[src/rtl/rail_seq_pkg.sv]
package rail_seq_pkg;

    typedef enum logic [2:0] {
        ST_IDLE  = 3'd0,
        ST_RAMP  = 3'd1,
        ST_STAB  = 3'd2,
        ST_RUN   = 3'd3,
        ST_SHRST = 3'd4,
        ST_SHUT  = 3'd5,
        ST_FAULT = 3'd6
    } seq_state_e;

endpackage

[src/rtl/rail_dly_ctr.sv]
module rail_dly_ctr #(
    parameter int DW = 16
) (
    input  logic          clk,
    input  logic          rst_n,
    input  logic          clr_i,
    input  logic          run_i,
    input  logic          tick_i,
    input  logic [DW-1:0] limit_i,
    output logic          fired_o
);

    typedef struct packed {
        logic [DW-1:0] cnt;
        logic          fired;
    } dly_t;

    dly_t r_q, r_d;

    always_comb begin
        r_d = r_q;
        if (clr_i) begin
            r_d.cnt   = '0;
            r_d.fired = 1'b0;
        end else if (run_i && !r_q.fired) begin
            if (r_q.cnt == limit_i) begin
                r_d.fired = 1'b1;
                r_d.cnt   = '0;
            end else if (tick_i) begin
                r_d.cnt = r_q.cnt + 1'b1;
            end
        end
    end

    always_ff @(posedge clk or negedge rst_n) begin
        if (!rst_n) begin
            r_q <= '0;
        end else begin
            r_q <= r_d;
        end
    end

    assign fired_o = r_q.fired;

    // a running counter never passes its limit before firing
    p_cnt_bound_r3: assert property (@(posedge clk) disable iff (!rst_n)
        (run_i && !r_q.fired && !clr_i) |-> (r_q.cnt <= limit_i));

endmodule

[src/rtl/rail_uv_filter.sv]
module rail_uv_filter #(
    parameter int GLITCH_TICKS = 30
) (
    input  logic clk,
    input  logic rst_n,
    input  logic arm_i,
    input  logic tick_i,
    input  logic ok_i,
    output logic flt_o
);

    localparam int GW = $clog2(GLITCH_TICKS + 1);
    localparam logic [GW-1:0] G_LIM = GW'(GLITCH_TICKS);

    typedef struct packed {
        logic [GW-1:0] cnt;
    } flt_t;

    flt_t f_q, f_d;

    always_comb begin
        f_d = f_q;
        if (!arm_i || ok_i) begin
            f_d.cnt = '0;
        end else if (tick_i && (f_q.cnt != G_LIM)) begin
            f_d.cnt = f_q.cnt + 1'b1;
        end
    end

    always_ff @(posedge clk or negedge rst_n) begin
        if (!rst_n) begin
            f_q <= '0;
        end else begin
            f_q <= f_d;
        end
    end

    assign flt_o = arm_i && !ok_i && (f_q.cnt == G_LIM);

    // a good flag always wipes the low-time count
    p_filter_clear_r5: assert property (@(posedge clk) disable iff (!rst_n)
        ok_i |=> (f_q.cnt == '0));

endmodule

[src/rtl/rail_seq_top.sv]
module rail_seq_top
    import rail_seq_pkg::*;
#(
    parameter int NRAIL        = 4,
    parameter int DW           = 16,
    parameter int QUAL_TICKS   = 10000,
    parameter int STAB_TICKS   = 160000,
    parameter int GLITCH_TICKS = 30
) (
    input  logic                      clk,
    input  logic                      rst_n,
    input  logic                      tick,
    input  logic                      enable,
    input  logic                      sysrst_req_n,
    input  logic [NRAIL-1:0]          uv_ok,
    input  logic [NRAIL-1:0]          gate_full,
    input  logic [NRAIL-1:0]          gate_low,
    input  logic [NRAIL-1:0][DW-1:0]  on_dly,
    input  logic [NRAIL-1:0][DW-1:0]  off_dly,
    output logic [NRAIL-1:0]          gate_en,
    output logic [NRAIL-1:0]          gate_pd,
    output logic                      reset_n,
    output logic                      sysrst_n
);

    localparam int QW = $clog2(QUAL_TICKS + 1);
    localparam int SW = $clog2(STAB_TICKS + 1);
    localparam logic [QW-1:0] Q_END = QW'(QUAL_TICKS - 1);
    localparam logic [SW-1:0] S_END = SW'(STAB_TICKS - 1);

    typedef struct packed {
        seq_state_e    st;
        logic [QW-1:0] qcnt;
        logic [SW-1:0] scnt;
    } ctl_t;

    ctl_t c_q, c_d;

    logic [NRAIL-1:0] on_fired;
    logic [NRAIL-1:0] off_fired;
    logic [NRAIL-1:0] uv_flt;
    logic             on_clr, on_run, off_clr, off_run, flt_arm;
    logic             start_ok, powered, killable;

    assign on_clr  = (c_q.st == ST_IDLE) || (c_q.st == ST_FAULT);
    assign on_run  = (c_q.st == ST_RAMP);
    assign off_clr = (c_q.st != ST_SHUT);
    assign off_run = (c_q.st == ST_SHUT);
    assign flt_arm = (c_q.st == ST_STAB) || (c_q.st == ST_RUN);

    assign start_ok = enable && sysrst_req_n && (&uv_ok);
    assign powered  = (c_q.st == ST_RAMP) || (c_q.st == ST_STAB) || (c_q.st == ST_RUN);
    assign killable = powered || (c_q.st == ST_SHRST) || (c_q.st == ST_SHUT);

    generate
        for (genvar i = 0; i < NRAIL; i++) begin : g_rail
            rail_dly_ctr #(.DW(DW)) u_on (
                .clk     (clk),
                .rst_n   (rst_n),
                .clr_i   (on_clr),
                .run_i   (on_run),
                .tick_i  (tick),
                .limit_i (on_dly[i]),
                .fired_o (on_fired[i])
            );
            rail_dly_ctr #(.DW(DW)) u_off (
                .clk     (clk),
                .rst_n   (rst_n),
                .clr_i   (off_clr),
                .run_i   (off_run),
                .tick_i  (tick),
                .limit_i (off_dly[i]),
                .fired_o (off_fired[i])
            );
            rail_uv_filter #(.GLITCH_TICKS(GLITCH_TICKS)) u_flt (
                .clk    (clk),
                .rst_n  (rst_n),
                .arm_i  (flt_arm),
                .tick_i (tick),
                .ok_i   (uv_ok[i]),
                .flt_o  (uv_flt[i])
            );
        end
    endgenerate

    always_comb begin
        c_d = c_q;
        unique case (c_q.st)
            ST_IDLE: begin
                if (!start_ok) begin
                    c_d.qcnt = '0;
                end else if (tick) begin
                    if (c_q.qcnt == Q_END) begin
                        c_d.st   = ST_RAMP;
                        c_d.qcnt = '0;
                    end else begin
                        c_d.qcnt = c_q.qcnt + 1'b1;
                    end
                end
            end
            ST_RAMP: begin
                if (&on_fired) begin
                    c_d.st   = ST_STAB;
                    c_d.scnt = '0;
                end
            end
            ST_STAB: begin
                if (!(&gate_full)) begin
                    c_d.scnt = '0;
                end else if (tick) begin
                    if (c_q.scnt == S_END) begin
                        c_d.st   = ST_RUN;
                        c_d.scnt = '0;
                    end else begin
                        c_d.scnt = c_q.scnt + 1'b1;
                    end
                end
            end
            ST_RUN: begin
                c_d.st = ST_RUN;
            end
            ST_SHRST: begin
                c_d.st = ST_SHUT;
            end
            ST_SHUT: begin
                if ((&off_fired) && (&gate_low)) begin
                    c_d.st = ST_IDLE;
                end
            end
            ST_FAULT: begin
                if (!enable) begin
                    c_d.st = ST_IDLE;
                end
            end
            default: begin
                c_d.st = ST_FAULT;
            end
        endcase

        if (powered && !enable) begin
            c_d.st   = ST_SHRST;
            c_d.scnt = '0;
        end
        if (killable && !sysrst_req_n) begin
            c_d.st   = ST_FAULT;
            c_d.scnt = '0;
        end
        if (flt_arm && (|uv_flt)) begin
            c_d.st   = ST_FAULT;
            c_d.scnt = '0;
        end
    end

    always_ff @(posedge clk or negedge rst_n) begin
        if (!rst_n) begin
            c_q <= '{st: ST_IDLE, qcnt: '0, scnt: '0};
        end else begin
            c_q <= c_d;
        end
    end

    always_comb begin
        gate_en = '0;
        gate_pd = '0;
        if (killable) begin
            gate_en = on_fired & ~off_fired;
        end
        if (c_q.st == ST_FAULT) begin
            gate_pd = '1;
        end else if (c_q.st == ST_SHUT) begin
            gate_pd = off_fired & gate_low;
        end
    end

    assign reset_n  = (c_q.st == ST_RUN);
    assign sysrst_n = (c_q.st != ST_FAULT);

    // a low system reset means every gate is off and pulled down
    p_gate_off_fault_r6: assert property (@(posedge clk) disable iff (!rst_n)
        !sysrst_n |-> ((gate_en == '0) && (gate_pd == '1)));

    // reset is released only with every gate enabled
    p_reset_all_on_r4: assert property (@(posedge clk) disable iff (!rst_n)
        reset_n |-> (&gate_en));

    // reset falls before any gate moves in a normal shutdown
    p_reset_first_r8: assert property (@(posedge clk) disable iff (!rst_n)
        ($fell(reset_n) && sysrst_n) |-> (gate_en == $past(gate_en)));

    // a pulldown never fights an enabled gate
    p_pd_excl_r9: assert property (@(posedge clk) disable iff (!rst_n)
        ((gate_pd & gate_en) == '0));

endmodule

[config.mk]
export PLATFORM = sky130hd
export DESIGN_NAME = rail_seq_top
export DESIGN_NICKNAME = d
export VERILOG_FILES = /design/src/rtl/rail_seq_pkg.sv /design/src/rtl/rail_dly_ctr.sv /design/src/rtl/rail_uv_filter.sv /design/src/rtl/rail_seq_top.sv
export SDC_FILE = /design/constraint.sdc
export NUM_CORES = 1
export LEC_CHECK = 0
export ABC_CLOCK_PERIOD_IN_PS = 3440
export CAP_MARGIN = 20
export CORE_ASPECT_RATIO = 0.6
export CORE_MARGIN = 4
export CORE_UTILIZATION = 55
export CTS_CLUSTER_DIAMETER = 100
export DETAILED_ROUTE_END_ITERATION = 8
export DONT_BUFFER_PORTS = 1
export PLACE_DENSITY_LB_ADDON = 0.3
export REMOVE_ABC_BUFFERS = 1
export SYNTH_ARGS = -nofsm -noshare
export SYNTH_HDL_FRONTEND = slang
export SYNTH_HIERARCHICAL = 1
export SYNTH_SLANG_ARGS = --single-unit
[constraint.sdc]
create_clock -name clk -period 3.44 [get_ports clk]
set_clock_uncertainty 0.1 [all_clocks]
set_input_delay 0.172 -clock clk [delete_from_list [all_inputs] [get_ports clk]]
set_output_delay 0.172 -clock clk [all_outputs]
set_load 0.005 [all_outputs]
==> results.yml <==
drt:
  wl_per_cell_um: 19.0
  drt_wl_total_mm: 36.5
  final_antenna_net_count: 0
  met3WireLength_mm: 2.91
  drt-met1-wl_mm: 17.4
  dr_total_vias: 12600
  highest_layer: "met4"
  met2_length_mm: 15.7
  remaining_drc_errors: 0
  vias_per_cell: 6.55
  drt_first_pass_iters: 5
  initialDrtViolationCount: 1250
synth:
  synth_edf_count: 0
  synth-xor-area-share_pct: 8.28
  synth_fa_ha_area_share_pct: 1.64
  yosysWarnings: 6
  muxShareOfSynthArea_pct: 1.10
  synth_compound_area_share_pct: 15.0
  ys_seq_area_share_pct: 34.8
  synthFlopType: "dfrtp_1"
  syn_area_um2: 13800
  synth_top_family_by_area: "simple AND/OR/NAND/NOR gates"
  ys_ff_latch: 191
  syn_area_per_cell_um2: 8.60
  synthDistinctLibCells: 64
  ys_async_sr_fraction_pct: 100
  netlist_instances: 1599
  yosys.area_share.simple_pct: 33.8
worst_setup_path:
  cp_max_fo: 11
  required_ps: 3670
  path_class: "register to register"
  cpLargestDelayFamily: "simple AND/OR/NAND/NOR gates"
  worst_ep_arrival_time_ps: 3340
  crit_buf_inv: 1
  crit_start: "c_q[33]$_DFFE_PN0P_"
  cp-end-kind: "register"
  reg2reg_from: "c_q[33]$_DFFE_PN0P_"
  cp_slowest_cell: "dlygate4sd3_1"
  worstSetupStartpointType: "register"
  critPathMaxStageDelay_ps: 560
  crit_chain: "nor2b_2 -> nand2b_1 -> nor2_1 -> or4_4 -> a211o_4 -> and2_1 -> o22ai_1 -> a221oi_1 -> dlygate4sd3_1"
clock_tree:
  cts_inserted_buffers: 17
  holdBufCountCts: 14
  cts_max_level: 4
  clkSinkCount: 191
  cts_post_setup_buffers_inserted: 0
  worst_skew_pair.late_latency_ps: 440
  clock-root-buffer: "clkbuf_16"
  clk_path_buf_depth: 2
  clk_pin_slew_worst_paths_ps: 70
  cts_tree: "yes"
pwr:
  vdd_ir_drop_max_v: 0.000278
  leakage_uw: 0.00594
  p_per_area_nw_per_um2: 501
worst_hold_path:
  min_path_type: "input pin to async pin"
floorplanning:
  die_x_um: 212
  die_area_um2: 27700
  start_util_pct: 56.4
  io_pins: 155
  core_area_um2: 24400
  floorplan.rows: 44
  fp.dieH_um: 130
sta:
  fmax_mhz: 321
  setup_violations: 0
  tns_ps: 0
  worst_hold_slack_ps: -674
  hold_viol_final: 191
  slew_headroom_pct: 34.6
  rsz0062_at_grt: "no"
  finalMaxSlewViolations: 0
  tightest_slew_ps: 971
  period_needed_ps: 3120
  setup_ws_ps: 323
  post-route-period-util_pct: 90.6
final_layout:
  final_area_um2: 14600
  syn2layout_area_growth_pct: 6.21
  finalNetCount: 1746
  num_antenna_cells: 0
  layout-drive-gt1-share_pct: 7.71
placement:
  dp_slack_ps: 346
  gp_congestion: 0.888
  dp_hpwl_mm: 24.7
  io_buffers: 0
  placed_area_um2: 13900
global_routing:
  antenna_found_initial: 0
  grt_start_max_net_pins: 192
  grt_pass1_wl_mm: 59.5
  grtUsageTotal_pct: 26.2
  grt_pass1_vias: 11300
  gr-total-overflow: 0
job:
  cap_violations: 0
run_status:
  violations: "negative hold slack"
  status: "finished with violations"
==> stage by stage <==
| step | cells | utilization, % | power, µW | hold slack [ps] |
|---|---|---|---|---|
| detailed placement | 1872 | 56.8 | 5240 | -218 |
| finish | 1917 | 59.9 | 7320 | -674 |
| global placement | 1872 | 56.8 | 5140 | -219 |
| CTS | 1917 | 59.9 | 7320 | -705 |
| floorplan | 1524 | - | 4520 | -224 |
| global route | 1917 | 59.9 | 7800 | -702 |
==> flip-flops by register name (all words and copies together), names as in the netlist <==
signal	cells
g_rail.u_on/fired_o	4
g_rail.u_flt/f_q	20
g_rail.u_on/r_q	64
c_q	35
g_rail.u_off/r_q	64
g_rail.u_off/fired_o	4
==> where the power goes <==
part / switching, µW / total, µW / internal, µW
registers: 461 / 2950 / 2490
clock network: 852 / 2010 / 1160
logic: 1530 / 2360 / 826
total: 2850 / 7320 / 4470
==> final timing paths <==
path | endpoint | slack, ps | cells after the start
min in group clk | g_rail[0].u_off/r_q[12]$_DFFE_PN0P_ | 50 | 4
worst min-delay path | g_rail[3].u_on/r_q[5]$_DFFE_PN0P_ | -670 | 0
worst max-delay path | c_q[33]$_DFFE_PN0P_ | 320 | 9
worst max register to register | c_q[33]$_DFFE_PN0P_ | 320 | 9
max in group asynchronous | g_rail[0].u_flt/f_q[1]$_DFFE_PN0P_ | 3590 | 0
worst min register to register | c_q[6]$_DFFE_PN0P_ | 380 | 1
==> synth_stat cells, drive strengths merged (17+ instances only) <==
cell	n	area, µm²
a21oi	46	230
a31oi	47	294
and3	23	154
and4	26	240
buf	44	390
clkbuf	31	116
dfrtp	191	4780
ha	18	225
inv	63	236
nand2	229	860
nand2b	26	163
nand3	80	601
nand3b	19	143
nand4	58	473
nor2	57	214
nor3	57	305
nor4	111	836
o21a	25	188
o21ai	147	736
o31ai	17	128
xor2	128	1120
==> worst register-to-register path: stages (launching register included) <==
cell	delay, ps
dfrtp_1	470
nor2b_2	270
nand2b_1	220
nor2_1	70
or4_4	520
a211o_4	400
and2_1	200
o22ai_1	110
a221oi_1	90
dlygate4sd3_1	560
==> timing repair <==
action                                  CTS  global route
endpoints found under the hold margin   241           191
endpoints found under the setup margin    0             1
resized for setup                         0             1
==> routing by layer <==
layer	vias to the layer above	global-route usage [%]
met5	-	0
met4	0	5.98
met3	38	5.34
met2	528	37.6
met1	6065	40.8
li1	5926	-
==> cell usage in the layout, fill, tap and decap left out, drive strengths merged, types with 13 or more instances in the layout <==
cell / Yosys / layout
nand3b: 19 / 19
and3: 23 / 23
nand2b: 26 / 26
nor3b: 15 / 15
xor2: 128 / 128
a21oi: 46 / 46
a31oi: 47 / 47
nand4: 58 / 58
inv: 63 / 63
nand3: 80 / 80
o31ai: 17 / 17
buf: 44 / 27
nor3: 57 / 57
mux2i: 14 / 14
clkbuf: 31 / 25
dfrtp: 191 / 191
dlygate4sd3: 0 / 13
o21a: 25 / 25
o2111ai: 16 / 16
and4: 26 / 26
nand2: 229 / 229
or3: 15 / 15
nor2: 57 / 57
ha: 18 / 18
nor4: 111 / 111
nor2b: 14 / 14
o21ai: 147 / 147
==> cells by family after synthesis <==
family | Yosys count
simple gates | 771
compound gates | 336
flops | 191
buf+inv | 138
xor+xnor | 130
fa+ha+maj | 18
mux | 15
==> layout make-up <==
class,instances,area (µm²)
fillers,2102,9780
multi-input cells,1270,8250
flip-flops and latches,191,4780
clock buffers,25,505
well taps,322,403
repair buffers,40,353
inverters,63,236
clock inverters,6,80.1
Note: power is estimated with default switching activity, not from simulation.
